==> src/rtl/mcm_pkg.sv <==
// Package: mcm_pkg
// Holds the default geometry of the common-mode calculator.
// Assumes: the modules derive every internal width from these defaults.
package mcm_pkg;
    localparam int MCM_NUM_CH   = 8;
    localparam int MCM_SAMPLE_W = 6;
    localparam int MCM_OUT_W    = 8;
endpackage

==> src/rtl/mcm_accum.sv <==
// Module: mcm_accum
// Takes channel samples one per valid cycle, keeps a running sum and a count
// of the enabled ones, and flags the cycle that carries the last channel.
// It offers the sum and count that include the current sample combinationally.
// Assumes: samples arrive in channel order 0..NUM_CH-1 and ch_mask is valid
// whenever in_valid is high.
module mcm_accum #(
    parameter int NUM_CH   = mcm_pkg::MCM_NUM_CH,
    parameter int SAMPLE_W = mcm_pkg::MCM_SAMPLE_W,
    localparam int IDX_W   = (NUM_CH > 1) ? $clog2(NUM_CH) : 1,
    localparam int ACC_W   = SAMPLE_W + IDX_W,
    localparam int CNT_W   = $clog2(NUM_CH + 1)
) (
    input  logic                    clk,
    input  logic                    rst_n,
    input  logic                    in_valid,
    input  logic [SAMPLE_W-1:0]     in_sample,
    input  logic [NUM_CH-1:0]       ch_mask,
    output logic                    frame_last,
    output logic signed [ACC_W-1:0] sum_next,
    output logic [CNT_W-1:0]        cnt_next
);
    localparam logic [IDX_W-1:0] LAST_IDX = IDX_W'(NUM_CH - 1);

    logic [IDX_W-1:0]        idx_q;
    logic signed [ACC_W-1:0] acc_q;
    logic [CNT_W-1:0]        cnt_q;
    logic                    take;
    logic signed [ACC_W-1:0] samp_ext;

    // Sign-extend the sample to the width of the accumulator.
    assign samp_ext = {{(ACC_W - SAMPLE_W){in_sample[SAMPLE_W-1]}}, in_sample};

    // Decide whether this cycle adds a sample and build the next totals.
    always_comb begin
        take       = in_valid && ch_mask[idx_q];
        frame_last = in_valid && (idx_q == LAST_IDX);
        sum_next   = acc_q + (take ? samp_ext : '0);
        cnt_next   = cnt_q + CNT_W'(take);
    end

    // Advance the channel index and the totals; clear them when an event closes.
    always_ff @(posedge clk) begin
        if (!rst_n) begin
            idx_q <= '0;
            acc_q <= '0;
            cnt_q <= '0;
        end else if (in_valid) begin
            if (frame_last) begin
                idx_q <= '0;
                acc_q <= '0;
                cnt_q <= '0;
            end else begin
                idx_q <= idx_q + 1'b1;
                acc_q <= sum_next;
                cnt_q <= cnt_next;
            end
        end
    end
endmodule

==> src/rtl/mcm_round_div.sv <==
// Module: mcm_round_div
// Combinational signed divide with halves rounded away from zero:
// mean = sign(sum) * floor((2|sum| + cnt) / (2 cnt)).
// The quotient comes from a fixed chain of SAMPLE_W shifted trial
// subtractions, which is enough because |mean| <= 2**(SAMPLE_W-1).
// Assumes: |sum| <= cnt * 2**(SAMPLE_W-1) and OUT_W >= SAMPLE_W.
// A count of zero gives a mean of zero.
module mcm_round_div #(
    parameter int NUM_CH   = mcm_pkg::MCM_NUM_CH,
    parameter int SAMPLE_W = mcm_pkg::MCM_SAMPLE_W,
    parameter int OUT_W    = mcm_pkg::MCM_OUT_W,
    localparam int IDX_W   = (NUM_CH > 1) ? $clog2(NUM_CH) : 1,
    localparam int ACC_W   = SAMPLE_W + IDX_W,
    localparam int CNT_W   = $clog2(NUM_CH + 1)
) (
    input  logic signed [ACC_W-1:0] sum,
    input  logic [CNT_W-1:0]        cnt,
    output logic [OUT_W-1:0]        mean
);
    localparam int NW = ACC_W + 1;
    localparam int QW = SAMPLE_W;
    localparam int WW = NW + QW;

    logic              neg;
    logic [NW-1:0]     sum_w;
    logic [NW-1:0]     mag;
    logic [WW-1:0]     num;
    logic [WW-1:0]     den;
    logic [QW:0][WW-1:0] rem;
    logic [QW-1:0]     quo;
    logic [OUT_W-1:0]  qx;

    // Take the magnitude, then form the rounding numerator and the doubled divisor.
    always_comb begin
        neg   = sum[ACC_W-1];
        sum_w = {sum[ACC_W-1], sum};
        mag   = neg ? (~sum_w + 1'b1) : sum_w;
        num   = (WW'(mag) << 1) + WW'(cnt);
        den   = WW'(cnt) << 1;
    end

    assign rem[QW] = num;

    // One trial subtraction per quotient bit, from the top bit down.
    for (genvar g = 0; g < QW; g++) begin : g_step
        logic [WW-1:0] shifted;
        assign shifted   = den << g;
        assign quo[g]    = (rem[g+1] >= shifted);
        assign rem[g]    = quo[g] ? (rem[g+1] - shifted) : rem[g+1];
    end

    // Restore the sign and force zero when no channel contributed.
    always_comb begin
        qx   = OUT_W'(quo);
        if (cnt == '0)
            mean = '0;
        else if (neg)
            mean = ~qx + 1'b1;
        else
            mean = qx;
    end
endmodule

==> src/rtl/mcm_calc.sv <==
// Module: mcm_calc (top)
// Mean common-mode calculator for one event of NUM_CH channel samples.
// Samples arrive serially, one channel per valid cycle. One cycle after the
// last channel is taken, done pulses and the rounded mean and the channel
// count appear as full-width bytes. Both hold until the next event closes.
// Assumes: synchronous active-low reset; channel order 0..NUM_CH-1.
module mcm_calc #(
    parameter int NUM_CH   = mcm_pkg::MCM_NUM_CH,
    parameter int SAMPLE_W = mcm_pkg::MCM_SAMPLE_W,
    parameter int OUT_W    = mcm_pkg::MCM_OUT_W
) (
    input  logic                clk,
    input  logic                rst_n,
    input  logic                in_valid,
    input  logic [SAMPLE_W-1:0] in_sample,
    input  logic [NUM_CH-1:0]   ch_mask,
    output logic                done,
    output logic [OUT_W-1:0]    mean_out,
    output logic [OUT_W-1:0]    count_out
);
    localparam int IDX_W = (NUM_CH > 1) ? $clog2(NUM_CH) : 1;
    localparam int ACC_W = SAMPLE_W + IDX_W;
    localparam int CNT_W = $clog2(NUM_CH + 1);

    logic                    frame_last;
    logic signed [ACC_W-1:0] sum_next;
    logic [CNT_W-1:0]        cnt_next;
    logic [OUT_W-1:0]        mean_c;

    mcm_accum #(.NUM_CH(NUM_CH), .SAMPLE_W(SAMPLE_W)) u_accum (
        .clk        (clk),
        .rst_n      (rst_n),
        .in_valid   (in_valid),
        .in_sample  (in_sample),
        .ch_mask    (ch_mask),
        .frame_last (frame_last),
        .sum_next   (sum_next),
        .cnt_next   (cnt_next)
    );

    mcm_round_div #(.NUM_CH(NUM_CH), .SAMPLE_W(SAMPLE_W), .OUT_W(OUT_W)) u_div (
        .sum  (sum_next),
        .cnt  (cnt_next),
        .mean (mean_c)
    );

    // Capture the results on the last channel of an event and pulse done.
    always_ff @(posedge clk) begin
        if (!rst_n) begin
            done      <= 1'b0;
            mean_out  <= '0;
            count_out <= '0;
        end else begin
            done <= frame_last;
            if (frame_last) begin
                mean_out  <= mean_c;
                count_out <= OUT_W'(cnt_next);
            end
        end
    end
endmodule

==> config.mk <==
export PLATFORM = sky130hd
export DESIGN_NAME = mcm_calc
export DESIGN_NICKNAME = d
export VERILOG_FILES = /design/src/rtl/mcm_pkg.sv /design/src/rtl/mcm_accum.sv /design/src/rtl/mcm_round_div.sv /design/src/rtl/mcm_calc.sv
export SDC_FILE = /design/constraint.sdc
export NUM_CORES = 1
export LEC_CHECK = 0
export BUFFER_PORTS_ARGS = -buffer_cell sky130_fd_sc_hd__buf_2
export CORE_UTILIZATION = 30
export CTS_BUF_LIST = sky130_fd_sc_hd__clkbuf_8
export DETAILED_ROUTE_END_ITERATION = 6
export PLACE_DENSITY = 0.54
export SLEW_MARGIN = 10
export SYNTH_ARGS = -nofsm -noshare
export SYNTH_HDL_FRONTEND = slang
export SYNTH_SLANG_ARGS = --single-unit
==> constraint.sdc <==
create_clock -name clk -period 18.93 [get_ports clk]
set_input_delay 0.9465 -clock clk [delete_from_list [all_inputs] [get_ports clk]]
set_output_delay 0.9465 -clock clk [all_outputs]
set_load 0.1 [all_outputs]
==> results.json, run 1 <==
{
  "detail_route.vias_per_cell": 5.63,
  "maxCapViolCount": 0,
  "drt_first_pass_iters": 6,
  "synth_area_leader_cell": "dfxtp_1",
  "initial_utilization_pct": 31.0,
  "max_slew_margin_pct": 36.5,
  "cts_tree": "yes",
  "grtUsageTotal_pct": 17.2,
  "gp_congestion": 0.914,
  "clock_skew_ns": 0.00595,
  "cts_resized": 0,
  "numCtsBuffers": 5,
  "drtIter0Drc": 435,
  "cpPeakStageDelay_ns": 0.55,
  "hold_violations": 0,
  "syn2layout_area_growth_pct": 9.25,
  "status": "completed",
  "cts_buffer_depth": 2,
  "gr-usage-met1_pct": 23.5,
  "final_layout_size_suffix_gt1_share_pct": 13.7,
  "nNetsFinal": 642,
  "postSynthCellCount": 552,
  "htreeDepth": 2,
  "rows": 43,
  "synthTopCellsByArea": "dfxtp_1 (13%), ha_1 (12%), nand2_1 (4.6%), xnor2_1 (4.0%), and2_1 (3.9%)",
  "grt_overflow": 0,
  "min_period_ns": 17.33,
  "period_share_pct": 91.5,
  "drt.antenna.violating_nets": 0,
  "min_path_type": "register to register",
  "ys_ff_latch": 29,
  "grt_pass1_wl_um": 20700,
  "place_ws_ns": 1.06,
  "vias": 4260,
  "io-pin-count": 34,
  "cp-start-kind": "input port",
  "hpwl_um": 9790,
  "synth_edf_count": 0,
  "ys_types": 87,
  "clock.fmax_ghz": 0.0577,
  "drt-total-wl_um": 12200,
  "clk_pin_slew_ns": 0.07,
  "die_w_um": 122,
  "synthArstFlopShare_pct": 0,
  "cp.arrival_ns": 17.50,
  "portBuffers": 29,
  "coreArea_um2": 14000,
  "grt_max_degree": 27,
  "ys_warn_count": 0,
  "hold_buffers": 0,
  "synth_top_area_share_pct": 13.4,
  "grt_pass1_vias": 4211,
  "clock-sinks": 29,
  "path_class": "input port to register",
  "top_usage_layer": "met2",
  "n_antenna_cell": 0,
  "worstSkewPairLatency_ns": 0.28,
  "cp_slowest_cell": "xnor3_2",
  "synth-main-ff-cell": "dfxtp_1",
  "cts-root-buf": "clkbuf_8",
  "synth_seq_area_share_pct": 13.4,
  "die_area_um2": 14900,
  "startpoint": "ch_mask[2]",
  "tightestPinTransition_ns": 0.940,
  "grtUsageMet2_pct": 28.2,
  "antenna_found_initial": 0,
  "netlist_area_um2": 4330,
  "cp-end-kind": "register",
  "postLayoutSetupSlackWorst_ns": 1.60,
  "setup_viol": 0,
  "r2r-start": "u_accum.idx_q[1]$_SDFFE_PN0P_",
  "crit_top_cell": "a21o_1",
  "worst_ep_required_time_ns": 19.10,
  "fin_tns_setup_ns": 0,
  "path_max_fanout": 19,
  "drv_slew": 0,
  "wl_per_cell_um": 16.1,
  "final_util_pct": 33.8,
  "worstHoldStart": "mean_out[4]$_SDFFE_PN0P_",
  "grt_use_met3_pct": 2.20,
  "drc": 0,
  "rsz0062_at_grt": "no",
  "syn_area_per_cell_um2": 7.84,
  "cts_setup_buffers": 0,
  "die_h_um": 122
}
-- Yosys cell counts, types with 6 or more instances --
library cell   n
nor2b_1        6
nor3_1        17
o21a_1         6
o22ai_1       16
and2_1        27
inv_1         35
a21o_1        19
a21oi_1       18
clkbuf_1      11
o21bai_1       6
nand2_1       53
fa_1           7
mux2i_1       10
nor2_1        31
ha_1          42
dfxtp_1       29
o21ai_1        7
xnor2_1       20
and3_1         7
nand3_1       11
o21ai_0       24
xor2_1         9
nand4_1       10
-- area by class of cell --
cell class	count	area, um2
clock buffer	5	68.8
clock inverter	3	17.5
fill	1486	9260
inverter	35	131
multi-input combinational	470	3520
sequential	29	581
tap	180	225
timing repair buffer	35	190
-- final timing paths --
path	cells past startpoint	slack, ns	endpoint
worst max-delay path	66	1.60	mean_out[5]$_SDFFE_PN0P_
worst min-delay path	2	0.45	mean_out[4]$_SDFFE_PN0P_
worst max register to register	65	1.86	mean_out[5]$_SDFFE_PN0P_
worst min register to register	2	0.45	mean_out[4]$_SDFFE_PN0P_
-- metrics by stage --
step | hold slack [ns] | std cells | instance area [um2]
6_report | 0.454 | 757 | 4730
5_1_grt | 0.490 | 757 | 4730
4_1_cts | 0.456 | 753 | 4700
3_5_place_dp | 0.446 | 745 | 4610
3_3_place_gp | 0.435 | 745 | 4610
2_1_floorplan | 0.529 | 555 | 4340
-- cells by family (layout without fill, tap and decap cells) --
group | Yosys count | in the layout | share of synthesized area, %
DFF | 29 | 29 | 13.4
xor gates and xnor gates | 31 | 31 | 6.93
AOI/OAI and AO/OA | 166 | 166 | 28.0
and+or+nand+nor | 202 | 202 | 25.3
adders and majority gates | 49 | 49 | 15.4
buffers and inverters | 56 | 78 | 5.63
muxes | 18 | 18 | 5.26
other | 1 | 4 | 0.0866
-- worst max-delay path: cells and delay by family --
kind | cells | cell delay [ns]
xor+xnor | 3 | 0.99
buf+inv | 4 | 0.41
fa+ha+maj | 9 | 3.38
compound gates | 25 | 5.31
mux | 7 | 2.17
simple gates | 18 | 4.29
-- cell usage in the layout (no fill, tap or decap), drive strengths merged, types with 4 or more instances in the layout --
cell     n
o21bai   6
ha      42
a31oi    4
nand4   10
nor2b    6
o21ai   31
mux2i   11
a21boi   6
xor2     9
fa       7
clkbuf   5
o21a     6
mux2     5
or2      5
and3     7
dfxtp   29
inv     35
nor4     5
a211oi   7
a21o    20
nor2    31
o31ai    4
and2    27
nand2   55
buf     35
o41ai    4
a21oi   20
o31a     4
or3      4
a211o    5
nor3    19
xnor2   20
o22ai   16
o211ai   8
conb     4
nand3   12
-- registers in the layout (all words and copies together) (netlist names) --
signal         cells
done               1
u_accum.acc_q      9
u_accum.idx_q      3
count_out          4
u_accum.cnt_q      4
mean_out           8
-- routing by layer --
layer  vias to the layer above  part of all wire [%]  routed length, um
met5                         -                     0                  0
li1                       2094                     -                  -
met1                      2036                    50               6090
met4                         0                   1.7                209
met2                       112                    44               5390
met3                        18                   4.2                511
Power of run 1 is not shown: default switching activity piles up to over one toggle a cycle in this logic, so the estimate is an artifact.
==> inputs of run 2 (changes only) <==
Settings changed: GPL_TIMING_DRIVEN set to 0.
==> results.json, run 2 (synthesis results as in run 1) <==
{
  "cp-start-kind": "input port",
  "reg_top3": "u_accum.acc_q x9, mean_out x8",
  "path_class": "input port to register",
  "grt_pass1_wl_um": 19700,
  "drt.antenna.violating_nets": 0,
  "hpwl_um": 9420,
  "status": "completed",
  "cts_buffer_depth": 2,
  "portBuffers": 28,
  "cts_tree": "yes",
  "coreArea_um2": 14000,
  "tightestPinTransition_ns": 1.17,
  "die_w_um": 122,
  "numCtsBuffers": 5,
  "drt_first_pass_iters": 5,
  "grt_pass1_vias": 4131,
  "hold_buffers": 0,
  "htreeDepth": 2,
  "max_slew_margin_pct": 21.6,
  "antenna_found_initial": 0,
  "n_antenna_cell": 0,
  "worstSkewPairLatency_ns": 0.29,
  "fin_tns_setup_ns": 0,
  "final_layout_size_suffix_gt1_share_pct": 14.2,
  "drv_slew": 0,
  "period_share_pct": 93.2,
  "grt_max_degree": 13,
  "clock-sinks": 29,
  "final_cell_mix": "nand2_1 (53), ha_1 (42), inv_1 (35)",
  "cp.arrival_ns": 17.88,
  "vias": 4303,
  "path_max_fanout": 10,
  "clock_skew_ns": 0.0116,
  "startpoint": "ch_mask[2]",
  "nFillCells": 1483,
  "drt-total-wl_um": 11600,
  "worst-path-buf-inv": 6,
  "worst_ep_required_time_ns": 19.16,
  "regMostFlops": "u_accum.acc_q",
  "die_h_um": 122,
  "detail_route.vias_per_cell": 5.58,
  "maxCapViolCount": 0,
  "clock.fmax_ghz": 0.0567,
  "rsz0062_at_grt": "no",
  "cpPeakStageDelay_ns": 0.48,
  "cp_slowest_cell": "mux4_1",
  "cts_setup_buffers": 0,
  "io-pin-count": 34,
  "drtIter0Drc": 271,
  "min_path_type": "register to register",
  "crit_top_cell": "a21o_1",
  "die_area_um2": 14900,
  "nNetsFinal": 656,
  "largest_register_ffs": 9,
  "cp-end-kind": "register",
  "drc": 0,
  "r2r-start": "u_accum.idx_q[1]$_SDFFE_PN0P_",
  "critPathTopFamily": "compound AO/OA/AOI/OAI gates",
  "setup_viol": 0,
  "hold_violations": 0,
  "syn2layout_area_growth_pct": 11.1,
  "clk_pin_slew_ns": 0.07,
  "final_common_cell": "nand2_1",
  "worstHoldStart": "mean_out[2]$_SDFFE_PN0P_",
  "cts-root-buf": "clkbuf_8",
  "grt_overflow": 0,
  "min_period_ns": 17.64,
  "wl_per_cell_um": 15.0,
  "rrSetupSlack_ns": 1.55,
  "gp_congestion": 0.866,
  "grtUsageTotal_pct": 16.3,
  "initial_utilization_pct": 31.0,
  "rows": 43
}
## run 2: cell count changes in the layout (fill, tap and decap cells not counted), moves of 2 or more
cell	before	now
buf_6	0	2
clkbuf_1	0	10
buf_2	29	31
buf_4	6	4
## run 2: per-layer routing
metal | share of wire, % | vias up | wire length, um | track usage, %
li1 | - | 2125 | - | -
met1 | 48 | 2001 | 5550 | 21.8
met2 | 47 | 158 | 5400 | 28.4
met3 | 4.3 | 19 | 495 | 1.92
met4 | 1.0 | 0 | 121 | 2.36
met5 | 0 | - | 0 | 0
## run 2: final timing paths
path                                            endpoint  depth (start not counted)
worst max-delay path            mean_out[1]$_SDFFE_PN0P_                         68
worst min-delay path            mean_out[2]$_SDFFE_PN0P_                          2
worst max register to register  mean_out[1]$_SDFFE_PN0P_                         67
worst min register to register  mean_out[2]$_SDFFE_PN0P_                          2
## run 2: cell type report
cell class	count	area [um2]	area share, %
Multi-Input combinational cell	470	3530	73.4
Sequential cell	29	581	12.1
Tap cell	180	225	4.68
Timing Repair Buffer	28	140	2.91
Inverter	35	131	2.73
Buffer	21	114	2.37
Clock buffer	5	68.8	1.43
Clock inverter	3	17.5	0.364
## run 2: metrics by stage
step,hold slack [ns],util [%],instance area (um2),std cells,setup WS (ns)
final,0.446,34.4,4810,771,1.29
after global placement,0.432,33.6,4710,763,0.945
after CTS,0.451,34.3,4790,771,1.02
after floorplan,0.529,-,4340,555,3.34
after global routing,0.475,34.4,4810,771,0.0738
after detailed placement,0.441,33.6,4710,763,0.789
## run 2: tightest hold or removal path, stage by stage, from the launching register on
cell     delay (ns)
dfxtp_1        0.31
nand2_1        0.05
o21ai_1        0.05
## run 2: what timing repair did
item                                    in CTS  in global routing
endpoints found under the setup margin       0                  3
resized for setup                            0                  4
endpoints found under the hold margin        0                  0
Power of run 2 is left out for the same reason.
==> inputs of run 3 (changes only) <==
Settings changed: ABC_AREA set to 1, CTS_CLUSTER_SIZE set to 40.
==> results.json, run 3 <==
{
  "final_layout_size_suffix_gt1_share_pct": 14.3,
  "grtUsageMet2_pct": 25.8,
  "gr-usage-met1_pct": 21.4,
  "worst_ep_required_time_ns": 19.08,
  "clock_skew_ns": 0.00916,
  "cts_setup_buffers": 0,
  "synth_common_cells": "nand2_1 (189), inv_1 (100), nand3_1 (67)",
  "ys_ff_latch": 29,
  "synthArstFlopShare_pct": 0,
  "synth.most_common_cell": "nand2_1",
  "grt_pass1_wl_um": 18500,
  "synth_seq_area_share_pct": 13.5,
  "clk_pin_slew_ns": 0.07,
  "tightestPinTransition_ns": 0.899,
  "initial_utilization_pct": 30.8,
  "setup_viol": 0,
  "cp_slowest_cell": "fa_1",
  "largest_register_ffs": 9,
  "drt.antenna.violating_nets": 0,
  "rrSetupSlack_ns": 5.03,
  "cpPeakStageDelay_ns": 0.48,
  "die_h_um": 122,
  "coreArea_um2": 13900,
  "drc": 0,
  "cts_buffer_depth": 2,
  "grt_pass1_vias": 3931,
  "worstHoldStart": "mean_out[7]$_SDFFE_PN0P_",
  "worstSkewPairLatency_ns": 0.29,
  "drt_first_pass_iters": 4,
  "startpoint": "ch_mask[7]",
  "n_antenna_cell": 0,
  "top_usage_layer": "met2",
  "min_path_type": "register to register",
  "detail_route.vias_per_cell": 4.64,
  "numCtsBuffers": 5,
  "final_common_cell": "nand2_1",
  "timing.hold.ws_ns": 0.467,
  "antenna_found_initial": 0,
  "vias": 4229,
  "grt_max_degree": 14,
  "clock-sinks": 29,
  "cp.arrival_ns": 14.34,
  "synth-main-ff-cell": "dfxtp_1",
  "grt_use_met3_pct": 2.11,
  "status": "completed",
  "cp-end-kind": "register",
  "reg_top3": "u_accum.acc_q x9, mean_out x8",
  "grt_overflow": 0,
  "syn2layout_area_growth_pct": 11.7,
  "grtUsageTotal_pct": 15.4,
  "place_inst": 904,
  "drv_slew": 0,
  "syn_area_per_cell_um2": 6.21,
  "gp_congestion": 0.792,
  "path_max_fanout": 10,
  "wl_per_cell_um": 11.5,
  "hold_buffers": 0,
  "period_share_pct": 74.9,
  "clock.fmax_ghz": 0.0705,
  "netlist_area_um2": 4300,
  "postSynthCellCount": 692,
  "nNetsFinal": 797,
  "regMostFlops": "u_accum.acc_q",
  "max_slew_margin_pct": 39.9,
  "ys_warn_count": 0,
  "cp-start-kind": "input port",
  "synthTopCellsByArea": "nand2_1 (17%), dfxtp_1 (14%), ha_1 (12%), inv_1 (8.7%), nand3_1 (7.8%)",
  "synth_edf_count": 0,
  "drt-total-wl_um": 10500,
  "hold_violations": 0,
  "io-pin-count": 34,
  "fin_tns_setup_ns": 0,
  "synth_top_area_share_pct": 16.5,
  "maxCapViolCount": 0,
  "rows": 43,
  "hpwl_um": 8840,
  "cts-root-buf": "clkbuf_8",
  "cts_tree": "yes",
  "min_period_ns": 14.19,
  "htreeDepth": 2,
  "cts_resized": 0,
  "portBuffers": 29,
  "r2r-start": "u_accum.idx_q[0]$_SDFFE_PN0P_",
  "ys_types": 42,
  "drtIter0Drc": 192,
  "rsz0062_at_grt": "no",
  "nFillCells": 1542,
  "synth_area_leader_cell": "nand2_1",
  "die_area_um2": 14800,
  "path_class": "input port to register",
  "final_cell_mix": "nand2_1 (189), inv_1 (100), nand3_1 (67)",
  "fin_cells": 912,
  "die_w_um": 122,
  "final_util_pct": 34.4,
  "crit_top_cell": "nand2_1"
}
run 3: cell count changes in the layout (fill, tap and decap cells not counted), sizes merged, moves of 8 or more:
cell / previous run / this run
nand2: 55 / 217
inv: 35 / 107
nand3: 12 / 75
a21oi: 20 / 48
and2: 27 / 4
a21o: 20 / 2
nor2: 31 / 49
nor3: 19 / 3
o22ai: 16 / 0
nand4: 10 / 20
xnor2: 20 / 11
mux2i: 11 / 3
run 3: cells by family (layout without fill, tap and decap cells):
kind of cell	count (synthesis)	in the layout	synth area share [%]
mux	3	3	0.699
flops	29	29	13.5
simple gates	376	376	42.8
other cells	1	4	0.0873
fa+ha+maj	49	49	15.5
xor+xnor	22	22	4.49
buf+inv	122	159	11.4
compound gates	90	90	11.5
run 3: final timing paths:
check                              to  depth (start not counted)
max          mean_out[6]$_SDFFE_PN0P_                         80
max reg2reg  mean_out[6]$_SDFFE_PN0P_                         79
min reg2reg  mean_out[7]$_SDFFE_PN0P_                          2
min          mean_out[7]$_SDFFE_PN0P_                          2
run 3: routing by layer:
metal  vias to the layer above  routed length [um]
li1                       2308                   -
met1                      1854                5390
met2                        60                4780
met3                         7                 299
met4                         0                  54
met5                         -                   0
run 3: cell type report:
| type | instances | area, um2 | area share [%] |
|---|---|---|---|
| buffer | 13 | 80.1 | 1.67 |
| clock buffer | 5 | 68.8 | 1.43 |
| clock inverter | 3 | 46.3 | 0.965 |
| inverter | 109 | 409 | 8.52 |
| multi-input combinational | 544 | 3240 | 67.6 |
| sequential | 29 | 581 | 12.1 |
| tap | 180 | 225 | 4.69 |
| timing repair buffer | 29 | 145 | 3.02 |
run 3: worst max-delay path: cells and delay by family:
family / cells / cell delay (ns)
adder cells (fa/ha/maj): 9 / 3.35
AND/OR/NAND/NOR: 42 / 5.12
XOR/XNOR: 1 / 0.19
buffers and inverters: 13 / 1.81
AO/OA/AOI/OAI: 15 / 2.89
run 3: stage by stage:
step / setup WS (ns) / instance area (um2)
after global placement: 4.29 / 4680
final: 4.74 / 4800
after floorplan: 6.76 / 4310
after detailed placement: 4.36 / 4680
after global routing: 3.30 / 4800
after CTS: 4.62 / 4800
Power of run 3 is left out for the same reason.
